## src/rtl/eia_pkg.sv

```systemverilog
package eia_pkg;
  localparam int unsigned WORD_W       = 32;
  localparam int unsigned CAUSE_OFS    = 'h00;
  localparam int unsigned MASK_OFS     = 'h20;
  localparam int unsigned DOORBELL_OFS = 'h30;
endpackage

```

## src/rtl/eia_rst_sync.sv

```systemverilog
module eia_rst_sync (
  input  logic clk,
  input  logic rst_n,
  output logic rst_sync_n
);
  logic [1:0] stage_q;

  always_ff @(posedge clk or negedge rst_n) begin
    if (!rst_n) stage_q <= 2'b00;
    else        stage_q <= {stage_q[0], 1'b1};
  end

  assign rst_sync_n = stage_q[1];
endmodule

```

## src/rtl/eia_reg_decode.sv

```systemverilog
module eia_reg_decode
  import eia_pkg::*;
#(
  parameter int unsigned NUM_SRC   = 64,
  parameter int unsigned NUM_WIRED = 21,
  parameter int unsigned ADDR_W    = 8,
  localparam int unsigned NUM_WORDS = NUM_SRC / WORD_W
) (
  input  logic                 bus_wr,
  input  logic [ADDR_W-1:0]    bus_addr,
  input  logic [WORD_W-1:0]    bus_wdata,
  output logic [NUM_SRC-1:0]   cause_clr,
  output logic [NUM_SRC-1:0]   db_set,
  output logic [NUM_WORDS-1:0] mask_we
);
  logic db_hit;
  assign db_hit = bus_wr && (bus_addr == ADDR_W'(DOORBELL_OFS));

  for (genvar w = 0; w < NUM_WORDS; w++) begin : g_word
    logic cause_hit;
    assign cause_hit = bus_wr && (bus_addr == ADDR_W'(CAUSE_OFS + 4 * w));
    assign cause_clr[w*WORD_W +: WORD_W] = cause_hit ? bus_wdata : '0;
    assign mask_we[w] = bus_wr && (bus_addr == ADDR_W'(MASK_OFS + 4 * w));
  end

  // Only message sources may be raised through the doorbell.
  for (genvar n = 0; n < NUM_SRC; n++) begin : g_db
    if (n < NUM_WIRED) begin : g_wired
      assign db_set[n] = 1'b0;
    end else begin : g_msg
      assign db_set[n] = db_hit && (bus_wdata == WORD_W'(n));
    end
  end
endmodule

```

## src/rtl/eia_source_bank.sv

```systemverilog
module eia_source_bank
  import eia_pkg::*;
#(
  parameter int unsigned NUM_SRC   = 64,
  parameter int unsigned NUM_WIRED = 21,
  localparam int unsigned NUM_WORDS = NUM_SRC / WORD_W
) (
  input  logic                 clk,
  input  logic                 rst_n,
  input  logic [NUM_WIRED-1:0] wired_in,
  input  logic [NUM_SRC-1:0]   cause_clr,
  input  logic [NUM_SRC-1:0]   db_set,
  input  logic [NUM_WORDS-1:0] mask_we,
  input  logic [WORD_W-1:0]    bus_wdata,
  output logic [NUM_SRC-1:0]   cause_q,
  output logic [NUM_SRC-1:0]   mask_q
);
  logic [NUM_SRC-1:0] lvl_set;
  logic [NUM_SRC-1:0] set_vec;
  logic [NUM_SRC-1:0] cause_d;
  logic [NUM_SRC-1:0] mask_d;
  logic               cause_en;

  for (genvar n = 0; n < NUM_SRC; n++) begin : g_lvl
    if (n < NUM_WIRED) begin : g_w
      assign lvl_set[n] = wired_in[n];
    end else begin : g_m
      assign lvl_set[n] = 1'b0;
    end
  end

  assign set_vec  = lvl_set | db_set;
  assign cause_en = (|cause_clr) | (|set_vec);

  // Clear first, then set: a set in the same cycle always survives.
  always_comb begin
    cause_d = (cause_q & ~cause_clr) | set_vec;
  end

  always_comb begin
    mask_d = mask_q;
    for (int w = 0; w < NUM_WORDS; w++) begin
      if (mask_we[w]) mask_d[w*WORD_W +: WORD_W] = bus_wdata;
    end
  end

  always_ff @(posedge clk or negedge rst_n) begin
    if (!rst_n)        cause_q <= '0;
    else if (cause_en) cause_q <= cause_d;
  end

  always_ff @(posedge clk or negedge rst_n) begin
    if (!rst_n)         mask_q <= '1;
    else if (|mask_we)  mask_q <= mask_d;
  end
endmodule

```

## src/rtl/eia_summary.sv

```systemverilog
module eia_summary #(
  parameter int unsigned NUM_SRC = 64
) (
  input  logic               clk,
  input  logic               rst_n,
  input  logic [NUM_SRC-1:0] cause_q,
  input  logic [NUM_SRC-1:0] mask_q,
  output logic               irq_out
);
  logic pend_d;
  logic irq_q;

  assign pend_d = |(cause_q & ~mask_q);

  always_ff @(posedge clk or negedge rst_n) begin
    if (!rst_n) irq_q <= 1'b0;
    else        irq_q <= pend_d;
  end

  assign irq_out = irq_q;
endmodule

```

## src/rtl/err_irq_aggregator.sv

```systemverilog
module err_irq_aggregator
  import eia_pkg::*;
#(
  parameter int unsigned NUM_SRC   = 64,
  parameter int unsigned NUM_WIRED = 21,
  parameter int unsigned ADDR_W    = 8
) (
  input  logic                 clk,
  input  logic                 rst_n,
  input  logic [NUM_WIRED-1:0] wired_in,
  input  logic [ADDR_W-1:0]    bus_addr,
  input  logic                 bus_wr,
  input  logic [WORD_W-1:0]    bus_wdata,
  output logic [WORD_W-1:0]    bus_rdata,
  output logic                 irq_out
);
  localparam int unsigned NUM_WORDS = NUM_SRC / WORD_W;

  logic                 rst_int_n;
  logic [NUM_SRC-1:0]   cause_clr;
  logic [NUM_SRC-1:0]   db_set;
  logic [NUM_WORDS-1:0] mask_we;
  logic [NUM_SRC-1:0]   cause_q;
  logic [NUM_SRC-1:0]   mask_q;

  eia_rst_sync u_rst (
    .clk        (clk),
    .rst_n      (rst_n),
    .rst_sync_n (rst_int_n)
  );

  eia_reg_decode #(
    .NUM_SRC   (NUM_SRC),
    .NUM_WIRED (NUM_WIRED),
    .ADDR_W    (ADDR_W)
  ) u_dec (
    .bus_wr    (bus_wr),
    .bus_addr  (bus_addr),
    .bus_wdata (bus_wdata),
    .cause_clr (cause_clr),
    .db_set    (db_set),
    .mask_we   (mask_we)
  );

  eia_source_bank #(
    .NUM_SRC   (NUM_SRC),
    .NUM_WIRED (NUM_WIRED)
  ) u_bank (
    .clk       (clk),
    .rst_n     (rst_int_n),
    .wired_in  (wired_in),
    .cause_clr (cause_clr),
    .db_set    (db_set),
    .mask_we   (mask_we),
    .bus_wdata (bus_wdata),
    .cause_q   (cause_q),
    .mask_q    (mask_q)
  );

  eia_summary #(
    .NUM_SRC (NUM_SRC)
  ) u_sum (
    .clk     (clk),
    .rst_n   (rst_int_n),
    .cause_q (cause_q),
    .mask_q  (mask_q),
    .irq_out (irq_out)
  );

  // Read mux: the doorbell and unmapped offsets fall through to zero.
  always_comb begin
    bus_rdata = '0;
    for (int w = 0; w < NUM_WORDS; w++) begin
      if (bus_addr == ADDR_W'(CAUSE_OFS + 4 * w)) bus_rdata = cause_q[w*WORD_W +: WORD_W];
      if (bus_addr == ADDR_W'(MASK_OFS + 4 * w))  bus_rdata = mask_q[w*WORD_W +: WORD_W];
    end
  end
endmodule

```

## config.mk

```make
export PLATFORM = sky130hd
export DESIGN_NAME = err_irq_aggregator
export DESIGN_NICKNAME = d
export VERILOG_FILES = /design/src/rtl/eia_pkg.sv /design/src/rtl/eia_rst_sync.sv /design/src/rtl/eia_reg_decode.sv /design/src/rtl/eia_source_bank.sv /design/src/rtl/eia_summary.sv /design/src/rtl/err_irq_aggregator.sv
export SDC_FILE = /design/constraint.sdc
export NUM_CORES = 1
export LEC_CHECK = 0
export BUFFER_PORTS_ARGS = -buffer_cell sky130_fd_sc_hd__buf_2
export CAP_MARGIN = 20
export CORE_ASPECT_RATIO = 0.5
export CORE_UTILIZATION = 58
export CTS_CLUSTER_DIAMETER = 100
export DETAILED_ROUTE_END_ITERATION = 10
export HOLD_SLACK_MARGIN = 0.02
export MAX_ROUTING_LAYER = met4
export PLACE_DENSITY = 0.82
export RECOVER_POWER = 100
export SETUP_SLACK_MARGIN = 0.1
export SYNTH_ARGS = -nofsm -noshare
export SYNTH_HDL_FRONTEND = slang
export SYNTH_SLANG_ARGS = --single-unit
```

## constraint.sdc

```tcl
create_clock -name clk -period 5.8 [get_ports clk]
set_clock_uncertainty 0.2 [all_clocks]
set_input_delay 0.87 -clock clk [delete_from_list [all_inputs] [get_ports clk]]
set_output_delay 0.87 -clock clk [all_outputs]
set_load 0.01 [all_outputs]
```

; After elaboration in Yosys (flattened, before gate mapping)
; Cells that the tools add are included.
[word_totals]
regBits = 131
input_bits = 64
output_inout_bits = 33
elab_cells = 120
[op_classes]
n_eq_ne = 47
n_mux = 6
bitwise_logic = 7
n_reduce_logical = 55
[op_table]
columns = operator, n
row1 = == test 32 x 6 -> 1 bit (second input constant), 32
row2 = == test 32 x 5 -> 1 bit (second input constant), 11
row3 = 2-to-1 mux 32 bit, 6
row4 = OR reduction 64 bit, 3
row5 = AND 64 bit, 2
row6 = inverter 64 bit, 2
row7 = bitwise OR 21 x 64 -> 64 bit, 1
row8 = bitwise OR 64 bit, 1
row9 = logical AND 1 bit, 48
row10 = == test 8 x 6 -> 1 bit (second input constant), 3
row11 = == test 8 x 3 -> 1 bit (second input constant), 1
row12 = logical NOT 8 bit, 1
row13 = AND reduction 2 bit, 2
row14 = OR reduction 2 bit, 1
row15 = bitwise OR 1 bit, 1

; Longest topological paths before layout
[depth]
word_depth = 6
depth_mapped = 7
mapped_depth_nobuf = 4

; Modules after synthesis
; Synthesis repeated with hierarchy kept, for this count alone.
[unflattened]
cells_unflattened = 718
area_unflattened_um2 = 8061.5
[by_module_without_submodules]
columns = module, n_inst, cells_each, area_each_um2, seq_area_each_um2
row1 = eia_source_bank, 1, 349, 5118.7, 3283.1
row2 = eia_reg_decode, 1, 201, 1315.0, 0.0
row3 = err_irq_aggregator, 1, 79, 1017.2, 0.0
row4 = eia_summary, 1, 86, 556.8, 25.0
row5 = eia_rst_sync, 1, 3, 53.8, 50.0

; Worst setup path after synthesis
; OpenSTA, ideal clock, no wires.
[synth_timing]
path_kind = input port to output port
startpoint = in bus_addr[2]
endpoint = out bus_rdata[14]
t_arrival_ns = 2.415
required_ns = 4.730
setup_slack_ns = 2.315
path_stages = 4
n_path_buf = 2
path_cell_list = clkbuf_1 -> buf_1 -> mux4_2 -> nor2b_1
[synth_between]
elab_chain_cells = 5
elab_cells_between_ends = 8
cone_classes = eq/ne: 3 / mux: 4 / reduce/logical: 1
[synth_lines]
columns = item, line
row1 = "start, declared", err_irq_aggregator.sv:11  ; input logic [ADDR_W-1:0] bus_addr,
row2 = logical NOT 8 bit, err_irq_aggregator.sv:74  ; if (bus_addr == ADDR_W'(CAUSE_OFS + 4 * w)) bus_rdata = cause_q[w*WORD_W +: WORD_W];
row3 = 2-to-1 mux 32 bit, err_irq_aggregator.sv:74
row4 = 2-to-1 mux 32 bit, err_irq_aggregator.sv:75  ; if (bus_addr == ADDR_W'(MASK_OFS + 4 * w)) bus_rdata = mask_q[w*WORD_W +: WORD_W];
row5 = 2-to-1 mux 32 bit, err_irq_aggregator.sv:74
row6 = 2-to-1 mux 32 bit *, err_irq_aggregator.sv:75
row7 = "end, declared", err_irq_aggregator.sv:14  ; output logic [WORD_W-1:0] bus_rdata,
; Every way passes the cells marked *; elsewhere a longest branch is shown, timed or not.

; Worst setup path after layout
[layout_timing]
startpoint = in bus_addr[2]
endpoint = reg u_bank.mask_q[58]
[layout_between]
elab_chain_cells = 4
elab_cells_between_ends = 6
cone_classes = eq/ne: 2 / reduce/logical: 4
[layout_lines]
columns = item, line
row1 = == test 8 x 6 -> 1 bit, eia_reg_decode.sv:23  ; assign mask_we[w] = bus_wr && (bus_addr == ADDR_W'(MASK_OFS + 4 * w));
row2 = logical AND 1 bit, eia_reg_decode.sv:23
row3 = OR reduction 2 bit, eia_source_bank.sv:54  ; else if (|mask_we) mask_q <= mask_d;
row4 = AND reduction 2 bit (no source line) *, n/a
row5 = "end signal, assigned", eia_source_bank.sv:54
row6 = "end, declared", eia_source_bank.sv:16  ; output logic [NUM_SRC-1:0] mask_q
; Marked as above.
; A chain may end at the register's enable or synchronous reset.

==> impl_metrics.ini <==
[synthesis]
netlist.area_leader.share = 0.237
synth.area.top_cells = dfstp_2, dfrtp_1, mux4_2
synth_most_common_cell = dfrtp_1
syn_nets = 690
syn_area_um2 = 7100
syn_area_per_cell_um2 = 11.3
ys_seq_area_frac = 0.473
synth_cells = 626
yosysTopAreaCell = dfstp_2
synth_edf_count = 0
async_flop_share = 1.00
synth.distinct_cells = 35
ys.flop_type = dfrtp_1
yosys-top-cells-count = dfrtp_1, o21ai_0, dfstp_2, nand2b_1, inv_1
ys_warn_count = 0
ys_seq_elements = 131

[clocking]
root_buffer = clkbuf_16
cts.clk_slew.worst_paths_ns = 0.06
cts_sinks = 131
ctsLongestPathBuffers = 2
cts_tree = yes
clkLatencyLatePin_ns = 0.42
postCtsSetupRepairBufs = 0
cts_buffers = 17
htree_levels = 4

[grt]
grt_pass1_wl_um = 31200
grt_pass1_vias = 5621
grt_antenna_before_repair = 1
grt_max_degree = 71
grt_usage = 0.350
overflow = 0

[route]
drt_first_iter_violations = 653
drt-pass1-iter-count = 5
wl_um = 20400
vias_per_cell = 6.44
drt-wirelength-per-cell_um = 22.9
post-route-drc-count = 0
vias = 5738
postRouteAntennaNets = 0

[floorplanning]
row_count = 28
die_area_um2 = 12700
die_height_um = 80.3
io-pin-count = 97
coreArea_um2 = 11900
start_util = 0.598
die_w_um = 159

[finish]
final_area_um2 = 8170
post-route-util = 0.688
fillers = 885
area_delta_synth_final_pct = 15.1
nNetsFinal = 776
drive_gt1_frac = 0.314

[place]
portBuffers = 96
gp_congestion = 0.936
placed_area_um2 = 7690
dpl.hpwl_um = 13700

[power_and_ir_drop]
power.switching_uw = 530
pwr-share-comb = 0.068
intPower_mw = 1.80
swShare = 0.227
powerDensity_nw_per_um2 = 285
irDropWorstVdd_uv = 196
p_leak_nw = 3.36
power_frac_seq = 0.421
pwr-share-clk = 0.511

[setup_path]
critPathCaptureType = flip-flop
crit_path_start_kind = primary input
cpMaxStageDelayCell = nor3_1
critical_path_peak_fanout = 27
critPathArrivalTime_ns = 4.73
path_class = primary input to flip-flop
reg2reg_depth = 1
required_ns = 5.94
path_common_cell = buf_4
slowest_delay_ns = 1.59
worstPathCellList = clkbuf_1, buf_4, nand2_1, nor3_1, buf_4, mux2_2

[flow_run]
maxCapViolCount = 4

[sta]
hold_violations = 0
fin_crit_sh = 0.791
rsz0062_at_grt = no
tightest_slew_ns = 2.86
setup_violations = 0
setup-tns-final_ns = 0
hold_slack_ns = 0.156
slew_viol_final = 178
clock.fmax_ghz = 0.218
min_period_ns = 4.59
slew_headroom = -0.908

[run_status]
violations = capacitance limit, slew limit
status = finished with violations

[min_path]
holdPathStages = 0
min_path_type = flip-flop to flip-flop
-- critical path, delay by kind of cell --
kind          cells  cell delay (ns)
buf+inv           3             1.72
mux               1             0.39
simple gates      2             1.71
-- sequential cells by signal, summed over array words and instances, names as in the netlist --
signal,count
u_rst.stage_q,2
u_sum.irq_out,1
u_bank.cause_q,64
u_bank.mask_q,64
-- kinds of logic (layout without fill, tap and decap cells) --
logic type,Yosys count,after routing,synth area share
muxes,96,96,0.219
other,1,2,0.000528
DFF,131,131,0.473
and+or+nand+nor,187,187,0.149
buffers and inverters,88,187,0.0504
AOI/OAI and AO/OA,123,123,0.109
-- cells in the final DEF, fill, tap and decap left out, types with 2 or more instances in the layout --
cell	count
dfrtp_1	67
o21ai_0	66
dfstp_2	63
buf_2	62
nand2b_1	53
inv_1	49
clkbuf_1	40
mux2_1	33
mux4_2	32
nor2b_1	32
mux2_2	31
nand2_1	26
nand3_1	22
a21o_1	21
o31ai_1	17
clkbuf_16	17
o2111ai_1	16
nor2_1	15
nor4_1	11
nand4_1	11
bufinv_16	5
a21oi_1	3
or2_2	3
nor3_1	3
clkinv_4	3
buf_4	3
or3_1	2
and3_1	2
or4_1	2
clkinvlp_4	2
-- power groups by stage --
stage / logic [mW] / clock network (mW) / registers (mW)
final: 0.159 / 1.19 / 0.982
after global routing: 0.170 / 1.23 / 0.986
after floorplan: 0.0969 / 0 / 0.991
after detailed placement: 0.164 / 0 / 0.996
after global placement: 0.159 / 0 / 0.994
after CTS: 0.165 / 1.19 / 0.982
-- layer usage --
metal / track usage / wire length [µm] / vias to the layer above
met4: 0.108 / 477 / 0
li1: - / - / 2416
met2: 0.506 / 9080 / 356
met1: 0.469 / 8470 / 2913
met5: - / 0 / -
met3: 0.113 / 2350 / 53
-- what timing repair did --
action                                 CTS  global route
hold buffers                             0             1
gates resized for setup                  0             0
endpoints found under the hold margin    0             2
-- stage by stage --
stage	instances	power, mW	worst slack [ns]
5_1_grt	891	2.39	0.956
3_3_place_gp	854	1.15	1.93
2_1_floorplan	626	1.09	1.79
6_report	891	2.33	1.21
3_5_place_dp	855	1.16	1.86
4_1_cts	887	2.34	1.88
-- final timing paths --
check	endpoint	from	slack, ns
worst min-delay path	u_rst.stage_q[1]$_DFF_PN0_	u_rst.stage_q[0]$_DFF_PN0_	0.16
worst max register to register	u_bank.cause_q[49]$_DFFE_PN0P_	u_rst.stage_q[1]$_DFF_PN0_	1.74
worst max-delay path	u_bank.mask_q[58]$_DFFE_PN1P_	bus_addr[2]	1.21
max in group asynchronous	u_bank.cause_q[49]$_DFFE_PN0P_	u_rst.stage_q[1]$_DFF_PN0_	1.74
worst min register to register	u_rst.stage_q[1]$_DFF_PN0_	u_rst.stage_q[0]$_DFF_PN0_	0.16
min in group asynchronous	u_rst.stage_q[0]$_DFF_PN0_	rst_n	0.56
-- layout make-up --
class,instances,area (µm²),share of cell area
sequential,131,3360,0.411
multi-input combinational,407,3270,0.400
timing repair buffer,106,502,0.0614
clock buffer,20,447,0.0546
tap,165,206,0.0253
clock inverter,12,205,0.0251
inverter,49,184,0.0225
antenna,1,2.50,0.000306
(Power assumes the default switching activity.)
